$ cat src/rtl/hzd_pkg.sv
package hzd_pkg;
    typedef enum logic {
        FS_SEQ      = 1'b0,
        FS_SLOT_DUE = 1'b1
    } fetch_state_e;
endpackage

$ cat src/rtl/hzd_stall_arb.sv
module hzd_stall_arb #(
    parameter int NSTG    = 7,
    parameter int DEC_STG = 1,
    parameter int RES_STG = 4
) (
    input  logic [NSTG-1:0] raw_req,
    input  logic [NSTG-1:0] v,
    input  logic [NSTG-1:0] b,
    input  logic [NSTG-1:0] d,
    output logic [NSTG-1:0] stall,
    output logic [NSTG-1:0] bubble
);
    localparam int IW = $clog2(NSTG);

    logic            guard;
    logic [NSTG-1:0] req;
    logic            any_req;
    logic [IW-1:0]   hi;

    // a branch in decode waits while an earlier delay slot is unresolved
    assign guard = v[DEC_STG] & b[DEC_STG] & (|d[RES_STG:DEC_STG+1]);

    always_comb begin
        req = raw_req & v;
        req[DEC_STG] = req[DEC_STG] | guard;
    end

    always_comb begin
        any_req = 1'b0;
        hi      = '0;
        for (int s = 0; s < NSTG; s++) begin
            if (req[s]) begin
                any_req = 1'b1;
                hi      = IW'(s);
            end
        end
    end

    always_comb begin
        for (int s = 0; s < NSTG; s++) begin
            stall[s]  = any_req && (s <= int'(hi));
            bubble[s] = any_req && (s == int'(hi) + 1);
        end
    end
endmodule

$ cat src/rtl/hzd_resolve.sv
module hzd_resolve #(
    parameter int NSTG    = 7,
    parameter int RES_STG = 4
) (
    input  logic [NSTG-1:0] v,
    input  logic [NSTG-1:0] b,
    input  logic [NSTG-1:0] d,
    input  logic [NSTG-1:0] stall,
    input  logic            res_taken,
    output logic            fire,
    output logic [NSTG-1:0] squash
);
    assign fire = v[RES_STG] & b[RES_STG] & res_taken & ~stall[RES_STG];

    always_comb begin
        for (int s = 0; s < NSTG; s++) begin
            if (s < RES_STG) squash[s] = fire & v[s] & ~d[s];
            else             squash[s] = 1'b0;
        end
    end
endmodule

$ cat src/rtl/hzd_fetch_fsm.sv
module hzd_fetch_fsm
    import hzd_pkg::*;
(
    input  logic clk,
    input  logic rst_n,
    input  logic accept,
    input  logic fetch_valid,
    input  logic fetch_branch,
    input  logic fire,
    output logic take,
    output logic slot_due
);
    fetch_state_e state, state_nx;
    logic         kill;

    always_ff @(posedge clk or negedge rst_n) begin
        if (!rst_n) state <= FS_SEQ;
        else        state <= state_nx;
    end

    always_comb begin
        state_nx = state;
        slot_due = 1'b0;
        unique case (state)
            FS_SEQ: begin
                slot_due = 1'b0;
            end
            FS_SLOT_DUE: begin
                slot_due = 1'b1;
            end
        endcase
        kill = fire & ~slot_due;
        take = accept & fetch_valid & ~kill;
        if (take) state_nx = fetch_branch ? FS_SLOT_DUE : FS_SEQ;
    end
endmodule

$ cat src/rtl/hzd_tag_pipe.sv
module hzd_tag_pipe #(
    parameter int NSTG = 7
) (
    input  logic            clk,
    input  logic            rst_n,
    input  logic [NSTG-1:0] stall,
    input  logic [NSTG-1:0] bubble,
    input  logic [NSTG-1:0] squash,
    input  logic            take,
    input  logic            fetch_branch,
    input  logic            slot_due,
    output logic [NSTG-1:0] v,
    output logic [NSTG-1:0] b,
    output logic [NSTG-1:0] d
);
    always_ff @(posedge clk or negedge rst_n) begin
        if (!rst_n) begin
            v <= '0;
            b <= '0;
            d <= '0;
        end else begin
            for (int s = 1; s < NSTG; s++) begin
                if (stall[s]) begin
                    v[s] <= v[s] & ~squash[s];
                    b[s] <= b[s] & ~squash[s];
                end else if (bubble[s]) begin
                    v[s] <= 1'b0;
                    b[s] <= 1'b0;
                    d[s] <= 1'b0;
                end else begin
                    v[s] <= v[s-1] & ~squash[s-1];
                    b[s] <= b[s-1] & ~squash[s-1];
                    d[s] <= d[s-1];
                end
            end
            if (stall[0]) begin
                v[0] <= v[0] & ~squash[0];
                b[0] <= b[0] & ~squash[0];
            end else begin
                v[0] <= take;
                b[0] <= take & fetch_branch;
                d[0] <= take & slot_due;
            end
        end
    end
endmodule

$ cat src/rtl/slot_hazard_ctrl.sv
module slot_hazard_ctrl #(
    parameter int NSTG    = 7,
    parameter int DEC_STG = 1,
    parameter int RES_STG = 4
) (
    input  logic            clk,
    input  logic            rst_n,
    input  logic            fetch_valid,
    input  logic            fetch_branch,
    input  logic [NSTG-1:0] raw_req,
    input  logic            res_taken,
    output logic [NSTG-1:0] stage_stall,
    output logic [NSTG-1:0] stage_squash,
    output logic [NSTG-1:0] stage_bubble,
    output logic            fetch_redirect,
    output logic [NSTG-1:0] occ_valid,
    output logic [NSTG-1:0] occ_branch,
    output logic [NSTG-1:0] occ_slot
);
    logic [NSTG-1:0] v, b, d;
    logic [NSTG-1:0] stall, bubble, squash;
    logic            fire, take, slot_due;

    hzd_stall_arb #(.NSTG(NSTG), .DEC_STG(DEC_STG), .RES_STG(RES_STG)) u_arb (
        .raw_req (raw_req),
        .v       (v),
        .b       (b),
        .d       (d),
        .stall   (stall),
        .bubble  (bubble)
    );

    hzd_resolve #(.NSTG(NSTG), .RES_STG(RES_STG)) u_res (
        .v         (v),
        .b         (b),
        .d         (d),
        .stall     (stall),
        .res_taken (res_taken),
        .fire      (fire),
        .squash    (squash)
    );

    hzd_fetch_fsm u_fsm (
        .clk          (clk),
        .rst_n        (rst_n),
        .accept       (~stall[0]),
        .fetch_valid  (fetch_valid),
        .fetch_branch (fetch_branch),
        .fire         (fire),
        .take         (take),
        .slot_due     (slot_due)
    );

    hzd_tag_pipe #(.NSTG(NSTG)) u_pipe (
        .clk          (clk),
        .rst_n        (rst_n),
        .stall        (stall),
        .bubble       (bubble),
        .squash       (squash),
        .take         (take),
        .fetch_branch (fetch_branch),
        .slot_due     (slot_due),
        .v            (v),
        .b            (b),
        .d            (d)
    );

    assign stage_stall    = stall;
    assign stage_squash   = squash;
    assign stage_bubble   = bubble;
    assign fetch_redirect = fire;
    assign occ_valid      = v;
    assign occ_branch     = b;
    assign occ_slot       = d;
endmodule

$ cat config.mk
export PLATFORM = sky130hd
export DESIGN_NAME = slot_hazard_ctrl
export DESIGN_NICKNAME = d
export VERILOG_FILES = /design/src/rtl/hzd_pkg.sv /design/src/rtl/hzd_stall_arb.sv /design/src/rtl/hzd_resolve.sv /design/src/rtl/hzd_fetch_fsm.sv /design/src/rtl/hzd_tag_pipe.sv /design/src/rtl/slot_hazard_ctrl.sv
export SDC_FILE = /design/constraint.sdc
export NUM_CORES = 1
export LEC_CHECK = 0
export ABC_AREA = 1
export ABC_CLOCK_PERIOD_IN_PS = 1400
export BUFFER_PORTS_ARGS = -buffer_cell sky130_fd_sc_hd__buf_2
export CAP_MARGIN = 25
export CORE_MARGIN = 5
export CORE_UTILIZATION = 42
export DETAILED_ROUTE_END_ITERATION = 7
export HOLD_SLACK_MARGIN = 0.08
export PLACE_DENSITY = 0.77
export SLEW_MARGIN = 0
export SYNTH_ARGS = -nofsm -noshare
export SYNTH_HDL_FRONTEND = slang
export SYNTH_SLANG_ARGS = --single-unit
$ cat constraint.sdc
create_clock -name clk -period 1.4 [get_ports clk]
set_input_delay 0.35 -clock clk [delete_from_list [all_inputs] [get_ports clk]]
set_output_delay 0.35 -clock clk [all_outputs]
set_load 0.005 [all_outputs]
==> summary.md <==
| Metric | Value |
|---|---|
| I/O pin count | 55 |
| Routed len/inst | 16.2 um |
| HP Start | fetch_branch |
| Final Hold Viols | 0 |
| Arrival time at the worst endpoint | 1850 ps |
| Met2 routed WL | 2760 um |
| Nets | 293 |
| Top Layer Used | met4 |
| Post-route minimum period | 2200 ps |
| Adder-Cell Fraction of Synth Area | 0 |
| Worst IR Drop VDD | 0.00171 V |
| Most frequent CP cell | nand2_2 |
| Power Total | 5480 uW |
| F_max | 0.455 GHz |
| EDFF count, synth | 0 |
| Leakage | 0.00142 uW |
| Tcrit/Tclk final | 1.57 |
| Port bufs | 50 |
| Initial DRC count | 58 |
| Largest net degree at the start of global routing | 23 |
| Top-count cell post-synth | nand2_1 |
| Clk slew on worst S/H paths | 140 ps |
| Via count | 1,578 |
| Final Skew | 2.55 ps |
| Layout Area Growth over Synthesis | 90.2% |
| Status | complete, but fails checks |
| Detailed placement HPWL | 2820 um |
| PnR worst setup slack | -799 ps |
| First-pass iteration count of the detailed router | 4 |
| CP Data Required Time | 1050 ps |
| Mux cell area share after synthesis | 0 |
| Combinational family with the most area after synthesis | simple AND/OR/NAND/NOR gates |
| CP startpoint | u_pipe.d[2] |
| Post-synth top cells | nand2_1 (59), inv_1 (31), dfrtp_1 (22), nand3_1 (9) |
| All-Layer GR Usage | 0.223 |
| Global-route wire length before repair | 7410 um |
| Area of the multi-input gates | 724 um^2 |
| Post-Synthesis Cell Area | 1270 um^2 |
| Hold Crit Class | in2reg |
| Yosys reg bits | 22 |
| PwrDens | 2260 nW/um^2 |
| GPL Wtd Cong | 0.801 |
| Final setup fails | 36 |
| FF/Latch Area | 551 um^2 |
| Worst-path cell chain | nor2_2 -> nand2_1 -> nand2_2 -> nand2_2 -> nand2_2 -> nand2_2 -> nand2_2 -> nand2_4 -> nand2_4 -> nand2_4 -> nor2_4 -> buf_2 |
| CP Buf/Inv Count | 1 |
| Clock buffer count from CTS | 3 |
| Initial antenna violation count | 0 |
| CTS tree | done |
| Worst Setup Start Kind | register |
| Total wire length | 5080 um |
| Clock latency on the worst-skew pair | 310 ps |
| Crit-path slowest cell | dfrtp_1 |
| Distinct cells, synth | 22 |
| Number of buffers on the longest clock path | 2 |
| Rel. slew slack | 0.644 |
| Starting density of the core | 0.428 |
| DIE AREA | 4230 um^2 |
| Seq/Total Area, Yosys | 0.432 |
| Root Driver | clkbuf_4 |
| Setup TNS | -15,970 ps |
| Layout cells sized above 1 | 0.629 |
| CORE AREA | 2980 um^2 |
| Die height | 65.1 um |
| RSZ-0062 raised after global routing | yes |
| Post-Syn Area per Cell | 7.67 um^2 |
| Main synth FF type | dfrtp_1 |
| CP max stage delay | 420 ps |
| Post-Synth Simple-Gate Area | 0.358 |
| Post-synthesis xor/xnor area fraction | 0 |
| Top-area cell type share of the netlist area | 0.432 |
| Diodes inserted | 0 |
| Mapped Cells | 166 |
| Failing checks | setup timing |
| CP top delay family | simple AND/OR/NAND/NOR gates |
| Worst-margin pin slew | 534 ps |
| Post-synth top area cell | dfrtp_1 |
| CTS Sinks | 22 |
| Row count | 20 |
| Compound-gate portion of the synthesized area | 0.0737 |
| Max Slew Vio Count | 0 |
| Met1 wire length | 1900 um |
| # fillers | 180 |
| Htree depth | 1 |
| Largest cells by area after synthesis | dfrtp_1 (43%), nand2_1 (17%), inv_1 (9.1%), nand3_1 (3.5%), nor2_8 (3.1%) |
| Final ANT Viol Nets | 0 |
| Ys Warns | 0 |
| DR WL met3 | 319 um |
| WS Path Type | reg2out |
| Drc violations | 0 |
| Dpl ws | -277 ps |
| Share of flip-flops with an asynchronous set or reset | 1.00 |
| Die W | 65.1 um |
| Crit-path max FO | 4 |
| Total grt overflow | 0 |
| Maxcap violations | 0 |
| Vias/cell | 5.04 |
| Vias in the first global route | 1,609 |
| Worst setup EP type | primary output |
| Reg2reg start | u_pipe.d[2] |
-- power by group --
| part | internal [uW] | switching, uW |
|---|---|---|
| Combinational | 2000 | 1890 |
| Sequential | 880 | 207 |
| Clock | 289 | 217 |
| Total | 3170 | 2310 |
-- worst reg2reg max path: cells and delay by family (launching register included) --
family | cells | cell delay [ps]
compound gates | 1 | 90
simple gates | 7 | 710
buf+inv | 6 | 660
flops | 1 | 420
-- repair_timing --
action                                  in CTS  in global routing
pin swaps                                   14                 16
endpoints found under the hold margin       22                  0
hold buffers                                 1                  0
buffers inserted                            18                 18
endpoints found under the setup margin      33                 38
gates resized for setup                     48                 42
-- state kept, by name (all words and copies together) (netlist names) --
register / flops
u_pipe.d: 7
u_fsm.state: 1
u_pipe.b: 7
u_pipe.v: 7
-- routing by layer --
metal / track usage / up-vias
li1: - / 726
met1: 0.259 / 759
met2: 0.415 / 81
met5: 0 / -
met4: 0.0648 / 0
met3: 0.0381 / 12
-- cells in the final DEF, fill, tap and decap left out, types with 2 or more instances in the layout --
master and count:
dfrtp_1 22, buf_2 37, nor2_8 2, o21ai_2 6, nand4_1 4, inv_1 20, inv_6 2, buf_6 39
inv_2 10, o21ai_0 3, nand3_2 4, clkbuf_4 3, nor2_1 3, nand2_1 40, nand2_2 15, nand3_1 4
nand2_4 10, nand3_4 2, o31ai_1 2, conb_1 4, nor2_4 4, buf_4 35
-- layout make-up --
| class | instances | area share |
|---|---|---|
| timing repair buffer | 113 | 0.379 |
| multi-input combinational | 108 | 0.299 |
| sequential | 22 | 0.227 |
| inverter | 33 | 0.0563 |
| tap | 33 | 0.0170 |
| clock inverter | 1 | 0.0124 |
| clock buffer | 3 | 0.00930 |
-- path summary, 6_finish.rpt --
kind	to	slack (ps)	cells past startpoint
min in group asynchronous	u_pipe.b[6]	530	2
max	stage_bubble[1]	-800	12
max reg2reg	u_fsm.state	-570	14
min reg2reg	u_pipe.b[6]	490	2
max in group asynchronous	u_pipe.v[6]	520	2
min	u_fsm.state	290	3
-- metrics by stage --
step | hold slack, ps | util | cells | instance area (um^2)
2_1_floorplan | 54.4 | - | 169 | 1330
3_3_place_gp | 350 | 0.615 | 279 | 1830
3_5_place_dp | 347 | 0.615 | 279 | 1830
4_1_cts | 291 | 0.739 | 302 | 2200
5_1_grt | 294 | 0.813 | 313 | 2420
6_report | 289 | 0.813 | 313 | 2420
-- cells by family (layout without fill, tap and decap cells) --
group | count (synthesis) | in the layout
buf+inv | 39 | 150
simple gates | 90 | 90
other cells | 1 | 4
flops | 22 | 22
compound gates | 14 | 14
No activity file was read; power rests on OpenSTA's default activity.
